**config.mk**
```make
export PLATFORM = sky130hd
export DESIGN_NAME = mbx_responder
export DESIGN_NICKNAME = d
export VERILOG_FILES = /design/src/rtl/mbx_pkg.sv /design/src/rtl/mbx_seq.sv /design/src/rtl/mbx_buffer.sv /design/src/rtl/mbx_handler.sv /design/src/rtl/mbx_responder.sv
export SDC_FILE = /design/constraint.sdc
export NUM_CORES = 1
export LEC_CHECK = 0
export BUFFER_PORTS_ARGS = -buffer_cell sky130_fd_sc_hd__buf_2
export CORE_MARGIN = 1
export CORE_UTILIZATION = 50
export CTS_BUF_LIST = sky130_fd_sc_hd__clkbuf_16
export DETAILED_ROUTE_END_ITERATION = 12
export PLACE_DENSITY = 0.73
export SLEW_MARGIN = 20
export SYNTH_ARGS = -nofsm -noshare
export SYNTH_HDL_FRONTEND = slang
export SYNTH_SLANG_ARGS = --single-unit
```
**constraint.sdc**
```tcl
create_clock -name clk -period 4.5 [get_ports clk]
set_clock_uncertainty 0.05 [all_clocks]
set_input_delay 1.35 -clock clk [delete_from_list [all_inputs] [get_ports clk]]
set_output_delay 1.35 -clock clk [all_outputs]
set_load 0.01 [all_outputs]
```
**src/rtl/mbx_pkg.sv**
```systemverilog
`timescale 1ns / 1ps
// Shared constants, types and the discovery table for the mailbox responder.
package mbx_pkg;

    // Register dword addresses seen by the host.
    typedef enum logic [1:0] {
        REG_CTRL = 2'd0,
        REG_STAT = 2'd1,
        REG_WMB  = 2'd2,
        REG_RMB  = 2'd3
    } reg_addr_e;

    // Control and status bit positions.
    localparam int CTRL_GO    = 0;
    localparam int CTRL_ABORT = 1;
    localparam int STAT_BUSY  = 0;
    localparam int STAT_ERR   = 1;
    localparam int STAT_READY = 2;

    // Width of the length field in the second header dword.
    localparam int LEN_W = 18;

    // Identity of the discovery protocol.
    localparam logic [15:0] DISC_VID  = 16'h0001;
    localparam logic [7:0]  DISC_TYPE = 8'h00;

    // Sequencer states.
    typedef enum logic [1:0] {
        ST_IDLE  = 2'd0,
        ST_BUSY  = 2'd1,
        ST_READY = 2'd2
    } mbx_state_e;

    // Discovery entry for a given index: {next, type, vendor}.
    function automatic logic [31:0] disc_entry(input logic [7:0]  idx,
                                               input logic [15:0] evid,
                                               input logic [7:0]  etype);
        case (idx)
            8'd0:    return {8'd1, DISC_TYPE, DISC_VID};
            8'd1:    return {8'd0, etype, evid};
            default: return 32'd0;
        endcase
    endfunction

endpackage

```
**src/rtl/mbx_seq.sv**
```systemverilog
`timescale 1ns / 1ps
// Mailbox sequencer: holds idle/busy/ready state, the sticky error flag and
// the handler latency counter, and turns decoded host strobes into buffer
// actions. Assumes at most one register write per cycle and LATENCY >= 1.
module mbx_seq
    import mbx_pkg::*;
#(
    parameter int LATENCY = 4
) (
    input  logic clk,
    input  logic rst_n,
    input  logic abort_req,
    input  logic go_req,
    input  logic wmb_req,
    input  logic ack_req,
    input  logic buf_full,
    input  logic len_ok,
    input  logic last_word,
    output logic busy,
    output logic ready,
    output logic err,
    output logic push_en,
    output logic commit,
    output logic ack_en,
    output logic clear
);
    localparam int CNT_W = (LATENCY > 1) ? $clog2(LATENCY) : 1;
    localparam logic [CNT_W-1:0] LAT_LOAD = CNT_W'(LATENCY - 1);

    mbx_state_e       state;
    logic [CNT_W-1:0] lat_cnt;
    logic             idle_ok;
    logic             go_acc;
    logic             ovf;

    // Decode which host strobes are honoured in the present state.
    assign idle_ok = (state == ST_IDLE) && !err;
    assign go_acc  = !abort_req && go_req && idle_ok;
    assign push_en = !abort_req && wmb_req && idle_ok && !buf_full;
    assign ovf     = !abort_req && wmb_req && idle_ok && buf_full;
    assign commit  = !abort_req && (state == ST_BUSY) && (lat_cnt == '0);
    assign ack_en  = !abort_req && ack_req && (state == ST_READY);
    assign clear   = abort_req || (go_acc && !len_ok) || (ack_en && last_word);
    assign busy    = (state == ST_BUSY);
    assign ready   = (state == ST_READY);

    // State, error and latency counter update; abort overrides all.
    always_ff @(posedge clk) begin
        if (!rst_n) begin
            state   <= ST_IDLE;
            err     <= 1'b0;
            lat_cnt <= '0;
        end else if (abort_req) begin
            state   <= ST_IDLE;
            err     <= 1'b0;
            lat_cnt <= '0;
        end else begin
            unique case (state)
                ST_IDLE: begin
                    if (go_acc && len_ok) begin
                        state   <= ST_BUSY;
                        lat_cnt <= LAT_LOAD;
                    end else if (go_acc || ovf) begin
                        err <= 1'b1;
                    end
                end
                ST_BUSY: begin
                    if (lat_cnt == '0) state <= ST_READY;
                    else               lat_cnt <= lat_cnt - CNT_W'(1);
                end
                ST_READY: begin
                    if (ack_en && last_word) state <= ST_IDLE;
                end
                default: state <= ST_IDLE;
            endcase
        end
    end

    // An accepted start with a consistent length enters busy.
    p_go_busy_r3: assert property (@(posedge clk) disable iff (!rst_n)
        (go_req && !abort_req && !busy && !ready && !err && len_ok) |=> busy);

    // Ready holds until the final dword is acknowledged or an abort.
    p_ready_hold_r7: assert property (@(posedge clk) disable iff (!rst_n)
        (ready && !(ack_req && last_word) && !abort_req) |=> ready);

    // Abort leaves the mailbox clean in the next cycle.
    p_abort_clr_r10: assert property (@(posedge clk) disable iff (!rst_n)
        abort_req |=> (!busy && !err && !ready));

    // Error is sticky until abort.
    p_err_sticky_r9: assert property (@(posedge clk) disable iff (!rst_n)
        (err && !abort_req) |=> err);

endmodule

```
**src/rtl/mbx_buffer.sv**
```systemverilog
`timescale 1ns / 1ps
// Shared request/response store. Collects request dwords in order, rewrites
// the discovery answer in place on commit, and walks a read pointer over the
// response. Assumes DEPTH >= 3 so a discovery answer fits.
module mbx_buffer
    import mbx_pkg::*;
#(
    parameter int DEPTH = 8,
    parameter int CW    = $clog2(DEPTH + 1)
) (
    input  logic             clk,
    input  logic             rst_n,
    input  logic             clear,
    input  logic             push_en,
    input  logic [31:0]      push_data,
    input  logic             commit,
    input  logic             disc_mode,
    input  logic [31:0]      disc_word,
    input  logic             ack_en,
    output logic [CW-1:0]    wcnt,
    output logic             full,
    output logic [23:0]      hdr_id,
    output logic [LEN_W-1:0] hdr_len,
    output logic [7:0]       pay_idx,
    output logic [31:0]      rd_word,
    output logic             last_word
);
    localparam int IW = $clog2(DEPTH);

    logic [31:0]   mem [DEPTH];
    logic [CW-1:0] rptr;
    logic [CW-1:0] rlen;

    // Storage, fill count, response length and read pointer.
    always_ff @(posedge clk) begin
        if (!rst_n) begin
            for (int i = 0; i < DEPTH; i++) mem[i] <= '0;
            wcnt <= '0;
            rptr <= '0;
            rlen <= '0;
        end else if (clear) begin
            wcnt <= '0;
            rptr <= '0;
            rlen <= '0;
        end else begin
            if (push_en) begin
                mem[wcnt[IW-1:0]] <= push_data;
                wcnt              <= wcnt + CW'(1);
            end
            if (commit) begin
                rptr <= '0;
                if (disc_mode) begin
                    mem[IW'(1)] <= 32'd3;
                    mem[IW'(2)] <= disc_word;
                    rlen        <= CW'(3);
                end else begin
                    rlen <= wcnt;
                end
            end
            if (ack_en) rptr <= rptr + CW'(1);
        end
    end

    // Views of the header fields and the current response dword.
    assign full      = (wcnt == CW'(DEPTH));
    assign hdr_id    = mem[0][23:0];
    assign hdr_len   = mem[1][LEN_W-1:0];
    assign pay_idx   = mem[2][7:0];
    assign rd_word   = mem[rptr[IW-1:0]];
    assign last_word = ((rptr + CW'(1)) == rlen);

    // The fill count never passes the buffer depth.
    p_wcnt_bound_r2: assert property (@(posedge clk) disable iff (!rst_n)
        wcnt <= CW'(DEPTH));

endmodule

```
**src/rtl/mbx_handler.sv**
```systemverilog
`timescale 1ns / 1ps
// Built-in protocol handler: checks the request length against the header,
// recognises discovery and builds the discovery entry. Purely combinational;
// assumes its inputs are stable while the sequencer is busy.
module mbx_handler
    import mbx_pkg::*;
#(
    parameter int          DEPTH     = 8,
    parameter int          CW        = $clog2(DEPTH + 1),
    parameter logic [15:0] ECHO_VID  = 16'h1E5A,
    parameter logic [7:0]  ECHO_TYPE = 8'h07
) (
    input  logic [CW-1:0]    wcnt,
    input  logic [23:0]      hdr_id,
    input  logic [LEN_W-1:0] hdr_len,
    input  logic [7:0]       pay_idx,
    output logic             len_ok,
    output logic             disc_mode,
    output logic [31:0]      disc_word
);
    logic [7:0] idx;

    // Length agrees with the held dword count and covers the header.
    assign len_ok = (wcnt >= CW'(2)) && (hdr_len == LEN_W'(wcnt));

    // Discovery identity and index selection.
    assign disc_mode = (hdr_id[15:0] == DISC_VID) && (hdr_id[23:16] == DISC_TYPE);
    assign idx       = (wcnt > CW'(2)) ? pay_idx : 8'd0;

    // Entry word from the computed table.
    assign disc_word = disc_entry(idx, ECHO_VID, ECHO_TYPE);

endmodule

```
**src/rtl/mbx_responder.sv**
```systemverilog
`timescale 1ns / 1ps
// Mailbox responder top: decodes the four-register host port, wires the
// sequencer, buffer and handler, and muxes read data. Assumes one register
// access per cycle; reads have no side effects.
module mbx_responder
    import mbx_pkg::*;
#(
    parameter int          DEPTH     = 8,
    parameter int          LATENCY   = 4,
    parameter logic [15:0] ECHO_VID  = 16'h1E5A,
    parameter logic [7:0]  ECHO_TYPE = 8'h07
) (
    input  logic        clk,
    input  logic        rst_n,
    input  logic        reg_wr,
    input  logic [1:0]  reg_addr,
    input  logic [31:0] reg_wdata,
    output logic [31:0] reg_rdata
);
    localparam int CW = $clog2(DEPTH + 1);

    reg_addr_e        addr;
    logic             abort_req, go_req, wmb_req, ack_req;
    logic             busy, ready, err;
    logic             push_en, commit, ack_en, clear;
    logic             buf_full, len_ok, last_word, disc_mode;
    logic [CW-1:0]    wcnt;
    logic [23:0]      hdr_id;
    logic [LEN_W-1:0] hdr_len;
    logic [7:0]       pay_idx;
    logic [31:0]      disc_word, rd_word;

    // Host write decode.
    assign addr      = reg_addr_e'(reg_addr);
    assign abort_req = reg_wr && (addr == REG_CTRL) && reg_wdata[CTRL_ABORT];
    assign go_req    = reg_wr && (addr == REG_CTRL) && reg_wdata[CTRL_GO];
    assign wmb_req   = reg_wr && (addr == REG_WMB);
    assign ack_req   = reg_wr && (addr == REG_RMB);

    mbx_seq #(.LATENCY(LATENCY)) u_seq (
        .clk(clk), .rst_n(rst_n),
        .abort_req(abort_req), .go_req(go_req), .wmb_req(wmb_req), .ack_req(ack_req),
        .buf_full(buf_full), .len_ok(len_ok), .last_word(last_word),
        .busy(busy), .ready(ready), .err(err),
        .push_en(push_en), .commit(commit), .ack_en(ack_en), .clear(clear)
    );

    mbx_buffer #(.DEPTH(DEPTH), .CW(CW)) u_buf (
        .clk(clk), .rst_n(rst_n),
        .clear(clear), .push_en(push_en), .push_data(reg_wdata),
        .commit(commit), .disc_mode(disc_mode), .disc_word(disc_word), .ack_en(ack_en),
        .wcnt(wcnt), .full(buf_full), .hdr_id(hdr_id), .hdr_len(hdr_len),
        .pay_idx(pay_idx), .rd_word(rd_word), .last_word(last_word)
    );

    mbx_handler #(.DEPTH(DEPTH), .CW(CW), .ECHO_VID(ECHO_VID), .ECHO_TYPE(ECHO_TYPE)) u_hdl (
        .wcnt(wcnt), .hdr_id(hdr_id), .hdr_len(hdr_len), .pay_idx(pay_idx),
        .len_ok(len_ok), .disc_mode(disc_mode), .disc_word(disc_word)
    );

    // Read data mux; the read mailbox shows zero unless a response is ready.
    always_comb begin
        reg_rdata = '0;
        case (addr)
            REG_STAT: begin
                reg_rdata[STAT_BUSY]  = busy;
                reg_rdata[STAT_ERR]   = err;
                reg_rdata[STAT_READY] = ready;
            end
            REG_RMB:  if (ready) reg_rdata = rd_word;
            default:  reg_rdata = '0;
        endcase
    end

    // Request dwords offered while busy do not enter the buffer.
    p_busy_nowrite_r9: assert property (@(posedge clk) disable iff (!rst_n)
        (busy && wmb_req) |=> $stable(wcnt));

endmodule

```
==> impl_metrics.ini <==
[synth]
yosys-top-cells-area = edfxtp_1, mux4_2, and2_1, nor2_1, dfxtp_1
muxShareOfSynthArea_pct = 14.9
synth_compound_area_share_pct = 2.23
synth_top_cell_by_area = edfxtp_1
synthFlopType = edfxtp_1
yosys.area_share.simple_pct = 16.8
synth_top_family_by_area = simple AND/OR/NAND/NOR gates
ys_seq_area_share_pct = 62.6
synth_cell_type_count = 55
synthesis.nets = 941
async_reset_ff_share_pct = 0
avgSynthCellArea_um2 = 14.4
yosys.area_share.xor_xnor_pct = 0.678
ys_seq_elements = 276
postSynthCellCount = 899
synthAdderAreaFrac_pct = 0.485
synth_edf_count = 256
yosys_warnings = 0
synth_area_um2 = 12900
synth_top_area_share_pct = 59.5

[critical_path]
crit_type = reg -> out
rr_worst_depth = 5
worstPathMaxFanout = 26
cp.buffers_inverters = 2
cp-start-kind = flop
critPathMaxStageDelay_ps = 700
cp.required_ps = 3100
cp_cell_sequence = buf_4, mux4_2, mux2i_1, nor2_1, buf_2
crit_path_top_delay_cell = dfxtp_4
cp.arrival_ps = 2540
r2r_setup_slack_ps = 1200
r2r_start = u_buf.mem[0][3]
cp_top_family = multiplexers
endpoint_kind = output port
r2r_end = u_buf.mem[2][28]

[global_route]
grt_max_degree = 33
grt_first_pass_wirelength_um = 47600
grt_use_total_pct = 24.3
overflow = 0
grt_pass1_vias = 7895
antenna_found_initial = 1

[final_layout]
nets = 1020
final-seq-area_um2 = 8090
fillers = 1983
area_growth_pct = 13.6
final_cells = 1329
mostFrequentLayoutCells = edfxtp_1, and2_1, nor2_1, buf_2, mux4_2
multi_input_area_um2 = 4540
layout_commonest_cell = edfxtp_1
antenna_cells = 0
drive_gt1_share_pct = 23.2

[timing]
period_share_pct = 87.4
worst_pin_slew_ps = 857
rsz0062_at_grt = no
hold_viol = 0
hold_slack_ps = 428
finalSetupTns_ps = 0
final_max_slew_viol_count = 0
timing.fmax_mhz = 254
setup_viol = 0
min_period_ps = 3940
max_slew_margin_pct = 42.9

[clocking]
cts_tree = done
hold_buffers = 0
post_cts_buffers = 0
numCtsBuffers = 28
clk_pin_slew_ps = 60
cts_max_level = 1
post_cts_resize_count = 0
clkLatencyLatePin_ps = 570
cts.sinks = 276
max-clock-path-buffers = 3
cts-root-buf = clkbuf_16

[route]
drt_iter0_drc = 774
vias_per_cell = 5.93
drc_errors = 0
wl_per_cell_um = 23.6
first_pass_iters = 7
vias = 7881
drtAntennaViolNets = 0
wl_um = 31400

[worst_hold_path]
holdPathEnd = u_buf.rlen[0]
hold_path_depth = 2
min_from = u_buf.rlen[0]
hold_class = reg -> reg

[placed_design]
dp_cells = 1278
routabilityCongestion = 0.828
dp_hpwl_um = 19700
port_buffers = 68

[floorplanning]
io_pins = 69
die_w_um = 163
die_area_um2 = 26500
row_count = 58
start_util_pct = 51.1
dieHeight_um = 163
core_area_um2 = 25300

[pwr]
powerDensity_nw_per_um2 = 370
vdd_drop_max_uv = 229
p_leak_nw = 5.35

[job]
maxCapViolations = 0

[run_status]
status = completed
[flip-flops by register name, summed over array words and instances (netlist names), named ones only]
name,flops
u_seq.err,1
u_buf.rlen,4
u_seq.lat_cnt,2
u_buf.wcnt,4
u_buf.rptr,4
u_seq.state,2
u_buf.mem,256
[through the flow]
stage	worst slack, ps	util (%)	power [mW]	cell area (um2)
2_1_floorplan	697	-	3.07	12900
3_3_place_gp	664	54.5	3.17	13800
3_5_place_dp	611	54.5	3.18	13800
4_1_cts	495	58.1	5.42	14700
5_1_grt	402	58.1	5.54	14700
6_report	565	58.1	5.42	14700
[cells by family after synthesis]
family	after synthesis
AOI/OAI and AO/OA	44
xor gates and xnor gates	10
adders and majority gates	5
buffers and inverters	66
DFF	276
muxes	109
and+or+nand+nor	389
[synthesized netlist by cell type, types with 10 or more instances]
library cell	n
a21oi_1	23
nand2_1	29
nor4_1	10
edfxtp_1	256
dfxtp_1	20
mux4_2	64
buf_2	17
clkbuf_1	28
and2_1	177
mux2i_1	37
nor2_1	116
[metal layers]
layer,track usage [%],vias up,part of all wire (%)
li1,-,3491,-
met1,33.3,4011,41
met2,41.1,324,50
met3,2.98,55,6.2
met4,6.80,0,2.6
met5,0,-,0
[worst max-delay path by stage]
stage	start	slack [ps]	cells after the start	end
after global routing	flop	400	5	reg_rdata[21]
after detailed placement	reg_wdata[1]	610	7	u_buf.mem[1][27]
after global placement	reg_wdata[1]	660	7	u_buf.mem[1][25]
after floorplan	reg_wr	700	8	u_buf.mem[3][0]
after CTS	flop	490	5	reg_rdata[22]
final	flop	560	5	reg_rdata[22]
[area by class of cell]
type	instances	share of cell area, %
Clock inverter	23	1.35
Tap cell	330	2.82
Sequential cell	276	55.2
Clock buffer	28	4.78
Timing Repair Buffer	108	4.71
Inverter	7	0.179
Multi-Input combinational cell	557	31.0
[tightest hold or removal path, stage by stage (launching register included)]
cell	delay, ps
dfxtp_1	320
nand2_1	60
a21oi_1	60
[report_power, final]
group,internal (mW),leakage (nW),switching (mW)
Combinational,0.0747,2.08,0.140
Clock,1.30,0.463,0.987
Sequential,2.88,2.81,0.0337
Total,4.26,5.35,1.16
Note: power is estimated with default switching activity, not from simulation.
